==> src/rtl/masked_vadd_unit.sv <==
module masked_vadd_unit #(
  parameter int DATA_W = 16,
  parameter int MAX_VL = 16,
  localparam int IDX_W = $clog2(MAX_VL),
  localparam int LEN_W = $clog2(MAX_VL + 1)
) (
  input  logic              clk,
  input  logic              rst_n,
  input  logic              start,
  input  logic              skip_mode,
  input  logic [LEN_W-1:0]  vlen,
  input  logic [MAX_VL-1:0] mask,
  output logic [IDX_W-1:0]  rd_idx,
  input  logic [DATA_W-1:0] src_a,
  input  logic [DATA_W-1:0] src_b,
  output logic              wr_en,
  output logic [IDX_W-1:0]  wr_idx,
  output logic [DATA_W-1:0] wr_data,
  output logic              busy,
  output logic              done
);

  logic              run, fin, skip_r;
  logic [LEN_W-1:0]  cur, len_r;
  logic [MAX_VL-1:0] mask_r;

  logic              hit;
  logic [IDX_W-1:0]  nxt;

  always_comb begin
    hit = 1'b0;
    nxt = '0;
    for (int i = MAX_VL - 1; i >= 0; i--) begin
      if (mask_r[i] && (i < int'(len_r)) && (i >= int'(cur))) begin
        hit = 1'b1;
        nxt = IDX_W'(i);
      end
    end
  end

  logic             issue, iss_we;
  logic [IDX_W-1:0] iss_idx;

  assign iss_idx = skip_r ? nxt : cur[IDX_W-1:0];
  assign issue   = run && (skip_r ? hit : (cur < len_r));
  assign iss_we  = skip_r ? 1'b1 : mask_r[iss_idx];
  assign rd_idx  = iss_idx;

  logic              v1, m1, v2, m2;
  logic [IDX_W-1:0]  i1, i2;
  logic [DATA_W-1:0] a1, b1, s2;

  always_ff @(posedge clk or negedge rst_n) begin
    if (!rst_n) begin
      run    <= 1'b0;
      fin    <= 1'b0;
      skip_r <= 1'b0;
      cur    <= '0;
      len_r  <= '0;
      mask_r <= '0;
      done   <= 1'b0;
      v1 <= 1'b0; m1 <= 1'b0; i1 <= '0; a1 <= '0; b1 <= '0;
      v2 <= 1'b0; m2 <= 1'b0; i2 <= '0; s2 <= '0;
    end else begin
      done <= 1'b0;
      if (!run && !fin) begin
        if (start) begin
          run    <= 1'b1;
          cur    <= '0;
          len_r  <= vlen;
          mask_r <= mask;
          skip_r <= skip_mode;
        end
      end else if (run) begin
        if (issue) begin
          cur <= LEN_W'(iss_idx) + LEN_W'(1);
        end else begin
          run <= 1'b0;
          fin <= 1'b1;
        end
      end else if (!v1 && !v2) begin
        fin  <= 1'b0;
        done <= 1'b1;
      end
      v1 <= issue;
      m1 <= iss_we;
      i1 <= iss_idx;
      a1 <= src_a;
      b1 <= src_b;
      v2 <= v1;
      m2 <= m1;
      i2 <= i1;
      s2 <= a1 + b1;
    end
  end

  assign wr_en   = v2 & m2;
  assign wr_idx  = i2;
  assign wr_data = s2;
  assign busy    = run | fin;

endmodule

==> config.mk <==
export PLATFORM = sky130hd
export DESIGN_NAME = masked_vadd_unit
export DESIGN_NICKNAME = d
export VERILOG_FILES = /design/src/rtl/masked_vadd_unit.sv
export SDC_FILE = /design/constraint.sdc
export NUM_CORES = 1
export LEC_CHECK = 0
export ABC_AREA = 1
export BUFFER_PORTS_ARGS = -buffer_cell sky130_fd_sc_hd__clkbuf_2
export CAP_MARGIN = 30
export CORE_UTILIZATION = 49
export CTS_CLUSTER_DIAMETER = 80
export DETAILED_ROUTE_END_ITERATION = 8
export MAX_ROUTING_LAYER = met4
export PLACE_DENSITY_LB_ADDON = 0.2
export SKIP_LAST_GASP = 1
export SLEW_MARGIN = 20
export SYNTH_ARGS = -nofsm -noshare
export SYNTH_HDL_FRONTEND = slang
export SYNTH_SLANG_ARGS = --single-unit
==> constraint.sdc <==
create_clock -name clk -period 2.6 [get_ports clk]
set_clock_uncertainty 0.15 [all_clocks]
set_input_delay 0.52 -clock clk [delete_from_list [all_inputs] [get_ports clk]]
set_output_delay 0.52 -clock clk [all_outputs]
set_load 0.05 [all_outputs]
==> Word level (Yosys, flattened, before mapping) <==
Index checks and enable logic that the tools add are counted.
{ "word_totals": {"mem_count": 0, "out_inout_bits": 27, "ramBits": 0, "romBits": 0, "elab_cells": 153, "latchBits": 0, "regBits": 90} }
{ "classes": {"reduce_logical": 45, "n_eq_ne": 2, "addsub": 2, "mux": 51, "order_cmp": 34, "n_mul": 0, "bitwise": 3, "shifts": 0, "n_div": 0} }
{ "op_table": {"columns": ["operator", "count"], "rows": [
  ["$mux 4", 17],
  ["$ge 4x5->1 const A", 8],
  ["$lt 4x5->1 const A", 8],
  ["$logic_and 1x1->1", 35],
  ["$mux 1", 29],
  ["$ge 3x5->1 const A", 4],
  ["$lt 3x5->1 const A", 4],
  ["$mux 5", 4],
  ["$add 16x16->16", 1],
  ["$ge 1x5->1 const A", 2],
  ["$ge 2x5->1 const A", 2],
  ["$lt 1x5->1 const A", 2],
  ["$lt 2x5->1 const A", 2],
  ["$reduce_and 3->1", 2],
  ["$reduce_bool 2->1", 3],
  ["$add 4x1->5 const B", 1],
  ["$lt 4x5->1 const B", 1],
  ["$lt 5x5->1", 1],
  ["$bmux 1 s4", 1],
  ["$logic_not 1->1", 4],
  ["$ne 2x2->1 const B", 2],
  ["$reduce_and 2->1", 1],
  ["$and 1x1->1", 1],
  ["$not 1->1", 1],
  ["$or 1x1->1", 1]
]} }

==> Longest topological paths before layout <==
Gate-level depths: netlist of the first run.
{ "depth": {"depth_word": 24, "ltp_mapped": 26} }

==> Worst setup path after synthesis of the first run <==
No wires, ideal clock.
{ "synth_timing": {"path_type": "register to output", "startpoint": "register len_r[4]", "endpoint": "output rd_idx[3]", "path_slack_ns": -0.272, "stages_incl_launch_ff": 12, "arrival_ns": 2.202, "path_cell_list": "dfrtp_1 inv_2 nand2_2 nor2_1 inv_1 o2111ai_1 nand2_1 inv_2 nand2_1 nor2_1 nand2_1 o22ai_1"} }
{ "synth_between": {"elab_chain_len": 20, "word_cells_on_any_way": 65, "cone_classes": "order compare: 16; mux: 17; reduce/logical: 32"} }
{ "synth_lines": {"columns": ["item", "line_no", "source"], "rows": [
  ["start, declared", "24", "logic [LEN_W-1:0] cur, len_r;"],
  ["start signal, assigned", "70", "len_r <= vlen;"],
  ["$lt 4x5->1", "34", "if (mask_r[i] && (i < int'(len_r)) && (i >= int'(cur))) begin"],
  ["$logic_and 1x1->1 (2 in a row)", "34", null],
  ["$mux 4 (15 in a row)", "34", null],
  ["$mux 4 *", "34", null],
  ["$mux 4 *", "44", "assign iss_idx = skip_r ? nxt : cur[IDX_W-1:0];"],
  ["end, declared", "13", "output logic [IDX_W-1:0] rd_idx,"]
]} }
Mark *: on every way between the ends. The rest lies on a longest branch, timed or not.

==> Worst setup path after layout of the first run <==
{ "layout_timing": {"startpoint": "register cur[1]", "endpoint": "output rd_idx[1]"} }
{ "layout_between": {"elab_chain_len": 19, "word_cells_on_any_way": 49, "cone_classes": "order compare: 16; mux: 17; reduce/logical: 16"} }
{ "layout_lines": {"columns": ["item", "line_no", "source"], "rows": [
  ["start, declared", "24", null],
  ["start signal, assigned", "76", "cur <= LEN_W'(iss_idx) + LEN_W'(1);"],
  ["$ge 4x5->1", "34", null],
  ["$logic_and 1x1->1", "34", null],
  ["$mux 4 (16 in a row)", "34", null],
  ["$mux 4 *", "44", null]
]} }
Marked as above.

==> results.yml, run 1 <==
timing:
  fmax_ghz: 0.332
  setup_violations: 8
  finalCritPeriodShare: 1.16
  drv_slew: 0
  hold_violations: 0
  rsz0062_at_grt: "true"
  worst_slew_pin_slew_ns: 0.532
  layout_setup_ws_ns: -0.412
  min_period_ns: 3.01
  relSlewSlack: 0.645
power:
  pwr_density_cell_mw_per_mm2: 1360
  ir_drop_uv: 1070
  leakagePower_nw: 2.90
  power_mw: 7.78
routing:
  dr_total_vias: 3586
  antenna_left: 0
  firstDrtPassIters: 7
  route.detailed.drc: 0
  drtIter0Drc: 220
  wl_per_cell_um: 16.2
  viasPerCell: 5.25
  drt-total-wl_mm: 11.1
critical_path:
  crit_arrival_ns: 2.34
  crit_cells: 13
  path_cells: "buf_4, nand2_1, a21oi_1, nor2_2, a21boi_2, nand2_1, nand2_1, nand2_1, nand2_1, nand2_1, a22oi_4, inv_2, buf_6"
  worstSetupEndpointType: "output port"
  cpPeakStageDelay_ns: 0.37
  crit_top_cell: "nand2_1"
  timing.rr.end: "m1"
  crit_fanout: 5
  r2r_start: "len_r[3]"
  rr_worst_depth: 20
  crit_path_start_kind: "flip-flop"
  worstPathRequired_ns: 1.93
  r2r_slack_ns: -0.12
  crit_slowest_cell: "dfrtp_1"
  crit_family: "simple AND/OR/NAND/NOR gates"
  crit_buf_inv: 3
  critPathKind: "reg -> out"
synthesis:
  yosys.cell_count.top_type: "dfrtp_1"
  yosysTopAreaCell: "dfrtp_1"
  ys.flop_type: "dfrtp_1"
  synth_edf_count: 0
  ys_ff_latch: 90
  synth_top_family_by_area: "simple AND/OR/NAND/NOR gates"
  synth_xor_xnor_area_share: 0.0342
  yosysTopAreaCellShare: 0.550
  synth_commonest_cells: "dfrtp_1 (90), nand2_1 (68), nor2_1 (42)"
  muxShareOfSynthArea: 0.0330
  synth_cells: 419
  ys_top_cells_by_area: "dfrtp_1 (55%), nand2_1 (6.2%), ha_1 (6.1%), nor2_1 (3.8%), inv_1 (3.8%)"
  postSynthAreaPerCell_um2: 9.77
  ys_types: 35
  synthAdderAreaFrac: 0.0660
  netlist_area_mm2: 0.00410
  yosysSeqAreaShare: 0.550
  yosys.area_share.simple: 0.178
  syn_nets: 497
  ys_async_sr_fraction: 1.00
  ys_warn_count: 0
  synth_compound_area_frac: 0.0880
outcome:
  status: "finished with violations"
  violations: "negative setup slack"
finish:
  syn_to_final_growth_pct: 40.0
  fill_cells: 569
  layout-drive-gt1-share: 0.456
  n_antenna_cell: 0
  regArea_mm2: 0.00226
  nets: 654
  multi_input_area_mm2: 0.00194
placement:
  place.port_buffers: 83
  pre_cts_ws_ns: -0.191
  gp_congestion: 1.02
  dp_hpwl_mm: 7.25
clock_network:
  cts_tree: "built"
  clkSinkCount: 90
  cts-buffers-inserted: 9
  ctsLongestPathBuffers: 2
  htreeDepth: 3
  clk_pin_slew_ns: 0.10
  clk-insertion-delay-late_ns: 0.36
  clock-root-buffer: "clkbuf_8"
global_routing:
  grt_overflow: 0
  grt_max_degree: 50
  grt_pass1_wl_mm: 15.9
  antenna_found_initial: 0
  grt_use_total: 0.246
  grt_pass1_vias: 3302
die:
  pin_count: 84
  start_util: 0.519
  design.die.area_mm2: 0.00873
  die_w_um: 93.4
  rows: 32
  core_area_mm2: 0.00789
  die_h_um: 93.4
hold_path:
  hp-start: "src_a[14]"
  hold_depth: 1
  whs_endpoint: "a1[14]"
  worstHoldPathType: "in -> reg"
job:
  cap_violations: 0
## kinds of logic after synthesis
group	Yosys count
adders and majority gates	21
xor gates and xnor gates	16
and+or+nand+nor	165
buffers and inverters	56
muxes	12
DFF	90
AOI/OAI and AO/OA	59
## report_power, final
part	switching [mW]	internal [mW]
Combinational	2.84	1.91
Sequential	0.280	1.78
Clock	0.519	0.459
## worst reg2reg max path: stages (launching register included)
cell and delay [ns]:
dfrtp_1 0.40, inv_2 0.10, nand2_8 0.12, inv_8 0.05, o21ai_4 0.07, o21ai_2 0.08, nor4_2 0.38, nor2_1 0.15
nand2_1 0.12, nand2_1 0.06, nand2_1 0.12, a22oi_4 0.07, buf_4 0.17, nor2_1 0.09, nand3_1 0.07, nand2_1 0.06
clkinv_1 0.07, nand3_2 0.08, nand2_2 0.07, nand2_1 0.07, nand3_1 0.07
## layer usage
| layer | wire (um) | track usage | share of wire |
|---|---|---|---|
| met1 | 4380 | 0.302 | 0.40 |
| met4 | 333 | 0.0756 | 0.030 |
| met5 | 0 | - | 0 |
| met2 | 5630 | 0.405 | 0.51 |
| met3 | 712 | 0.0569 | 0.064 |
## final cells by class
| type | instances | area share |
|---|---|---|
| Tap cell | 102 | 0.0223 |
| Multi-Input combinational cell | 273 | 0.338 |
| Clock inverter | 6 | 0.0127 |
| Inverter | 53 | 0.0373 |
| Clock buffer | 10 | 0.0223 |
| Sequential cell | 90 | 0.394 |
| Timing Repair Buffer | 149 | 0.174 |
## worst max path at each step
stage          startpoint  slack [ns]          end
2_1_floorplan       a1[0]        0.05  wr_data[14]
3_3_place_gp     len_r[1]       -0.05    rd_idx[3]
3_5_place_dp        a1[0]       -0.19  wr_data[14]
4_1_cts          len_r[2]       -0.32    rd_idx[1]
5_1_grt            cur[1]       -0.49    rd_idx[1]
6_report           cur[1]       -0.41    rd_idx[1]
## repair_timing
item                                    CTS  global route
endpoints found under the hold margin     5             0
pin swaps                                 5            35
gates resized for setup                  15            90
buffers inserted                          5            17
hold buffers                              1             0
endpoints found under the setup margin    9            15
## registers in the layout, indices dropped and copies added, names as in the netlist
register and count:
done 1, b1 16, v1 1, run 1, len_r 5, m1 1
a1 16, fin 1, mask_r 16, v2 1, wr_data 16, i1 4
wr_idx 4, skip_r 1, m2 1, cur 5
## per-stage QoR
stage	hold slack, ns	utilization	TNS, ns	cells	instance area, um2
after floorplan	0.0744	-	0	419	4110
after global placement	0.182	0.637	-0.106	647	5020
after detailed placement	0.187	0.637	-0.467	647	5020
after CTS	0.0970	0.675	-1.16	669	5320
after global routing	0.0795	0.727	-2.90	683	5730
final	0.103	0.727	-1.59	683	5730
## cell usage in the layout (no fill, tap or decap), drive strengths merged, types with 2 or more instances in the layout
cell,n
dfrtp,90
clkbuf,88
nand2,74
buf,70
inv,55
nor2,45
a21oi,29
nand3,29
ha,20
xor2,13
mux2,12
o21ai,12
nor3,6
nand4,4
o21bai,4
o22ai,4
xnor2,3
nand3b,3
nor4,3
clkinv,3
a31oi,2
o2111ai,2
(Power assumes the default switching activity.)
==> run 2, diff against run 1 <==
Settings changed: ABC_AREA 1 to 0, CORE_UTILIZATION 49 to 50.
==> results.yml, run 2 <==
outcome:
  status: "finished with violations"
  violations: "negative setup slack"
timing:
  drv_slew: 0
  hold_ws_ns: 0.106
  fmax_ghz: 0.318
  tns_ns: -5.33
  rsz0062_at_grt: "true"
  relSlewSlack: 0.511
  hold_violations: 0
  min_period_ns: 3.15
  setup_violations: 14
  finalCritPeriodShare: 1.21
  worst_slew_pin_slew_ns: 0.732
  layout_setup_ws_ns: -0.548
synthesis:
  synth_cells: 423
  yosysTopAreaCellShare: 0.516
  yosys.cell_count.top_type: "dfrtp_1"
  postSynthAreaPerCell_um2: 10.3
  ys_warn_count: 0
  ys.flop_type: "dfrtp_1"
  synth_edf_count: 0
  ys_async_sr_fraction: 1.00
  netlist_area_mm2: 0.00437
  syn_nets: 501
  yosysTopAreaCell: "dfrtp_1"
  ys_top_cells_by_area: "dfrtp_1 (52%), nand2_1 (6.4%), ha_1 (5.7%), o21ai_0 (2.9%), inv_1 (2.0%)"
  synth_commonest_cells: "dfrtp_1 (90), nand2_1 (74), o21ai_0 (25)"
  ys_types: 69
  yosysSeqAreaShare: 0.516
  ys_ff_latch: 90
power:
  ir_drop_uv: 1140
  pwr_density_cell_mw_per_mm2: 1390
  leakagePower_nw: 3.03
global_routing:
  grt_pass1_vias: 4020
  grt_pass1_wl_mm: 19.7
  antenna_found_initial: 0
  grt_max_degree: 55
  grt_use_total: 0.297
  grt_overflow: 0
die:
  pin_count: 84
  die_h_um: 95.5
  core_area_mm2: 0.00834
  die_w_um: 95.5
  start_util: 0.524
  rows: 33
  design.die.area_mm2: 0.00911
routing:
  drt-total-wl_mm: 12.4
  dr_total_vias: 3983
  firstDrtPassIters: 4
  route.detailed.drc: 0
  wl_per_cell_um: 17.1
  viasPerCell: 5.52
  drtIter0Drc: 184
  antenna_left: 0
critical_path:
  r2r_start: "len_r[2]"
  crit_buf_inv: 2
  cpPeakStageDelay_ns: 0.46
  crit_cells: 7
  r2r_slack_ns: -0.47
  crit_slowest_cell: "dfrtp_2"
  crit_arrival_ns: 2.48
  crit_path_start_kind: "flip-flop"
  crit_family: "simple AND/OR/NAND/NOR gates"
  worstSetupEndpointType: "output port"
  rr_worst_depth: 10
  crit_top_cell: "or3_4"
  timing.rr.end: "m1"
  worstPathRequired_ns: 1.93
  crit_fanout: 7
  critPathKind: "reg -> out"
  path_cells: "or3_4, a311oi_4, o221ai_2, or3_4, a2bb2oi_4, clkinvlp_4, buf_12"
hold_path:
  hp-start: "src_a[6]"
  hold_depth: 1
  worstHoldPathType: "in -> reg"
  whs_endpoint: "a1[6]"
clock_network:
  clk-insertion-delay-late_ns: 0.36
  cts_tree: "built"
  cts-buffers-inserted: 9
  ctsLongestPathBuffers: 2
  clkSinkCount: 90
  clk_pin_slew_ns: 0.09
  htreeDepth: 3
  clock-root-buffer: "clkbuf_8"
placement:
  dp_hpwl_mm: 9.10
  gp_congestion: 0.920
  place.port_buffers: 83
finish:
  final_common_cell: "buf_4"
  layout-drive-gt1-share: 0.438
  n_antenna_cell: 0
  nets: 690
  syn_to_final_growth_pct: 42.7
  layout_common_cells: "buf_4 (103), dfrtp_1 (84), clkbuf_2 (78), nand2_1 (73), inv_1 (20)"
job:
  cap_violations: 0
==> run 2: repair_timing <==
item | 4_1_cts | 5_1_grt
buffers inserted | 23 | 2
pin swaps | 13 | 10
gates resized for setup | 41 | 14
setup endpoints to repair | 17 | 17
endpoints found under the hold margin | 36 | 0
hold buffers | 1 | 0
==> run 2: area by class of cell <==
cell class | count | area [um2]
clock buffer | 10 | 128
clock inverter | 6 | 73.8
fill | 612 | 2110
inverter | 23 | 90.1
multi-input combinational | 292 | 2170
sequential | 90 | 2260
tap | 105 | 131
timing repair buffer | 196 | 1380
==> run 2: how the worst max path moves through the flow <==
stage                        start   endpoint  slack [ns]
after floorplan           len_r[3]         m1       -0.51
after global placement      cur[4]         m1       -0.41
after detailed placement    cur[4]         m1       -0.41
after CTS                 len_r[2]  rd_idx[3]       -0.53
after global routing      len_r[2]  rd_idx[3]       -0.64
final                     len_r[2]  rd_idx[3]       -0.55
==> run 2: kinds of logic after synthesis <==
group / after synthesis / synth area share
simple gates: 148 / 0.163
mux: 6 / 0.0215
compound gates: 104 / 0.170
flops: 90 / 0.516
fa+ha+maj: 22 / 0.0642
xor+xnor: 12 / 0.0241
buf+inv: 41 / 0.0413
==> run 2: routing by layer <==
metal,track usage,routed length [um],vias to the layer above
li1,-,-,1885
met1,0.343,5040,1933
met2,0.514,6360,133
met3,0.0510,576,32
met4,0.113,373,0
met5,-,0,-
==> run 2: report_power, final <==
part / internal [mW] / switching [mW] / total, mW
sequential: 1.79 / 0.297 / 2.08
clock: 0.456 / 0.518 / 0.975
combinational: 2.68 / 2.94 / 5.61
total: 4.92 / 3.75 / 8.67
==> run 2: worst reg2reg max path, cell delays in order (launching register included) <==
cell	delay [ns]
dfrtp_2	0.46
or3_4	0.43
a311oi_4	0.25
o221ai_2	0.19
and2_4	0.18
a31oi_4	0.23
buf_6	0.14
mux4_2	0.50
mux2_2	0.29
nor3_2	0.09
a21oi_1	0.06
==> run 2: through the flow <==
step / power (mW) / worst slack (ns) / std cells / instance area [um2] / util
after global placement: 6.92 / -0.408 / 680 / 5650 / 0.678
after detailed placement: 6.98 / -0.410 / 680 / 5650 / 0.678
after floorplan: 4.87 / -0.514 / 423 / 4480 / -
after global routing: 9.17 / -0.636 / 722 / 6230 / 0.747
after CTS: 8.56 / -0.529 / 720 / 6170 / 0.740
final: 8.67 / -0.548 / 722 / 6230 / 0.747
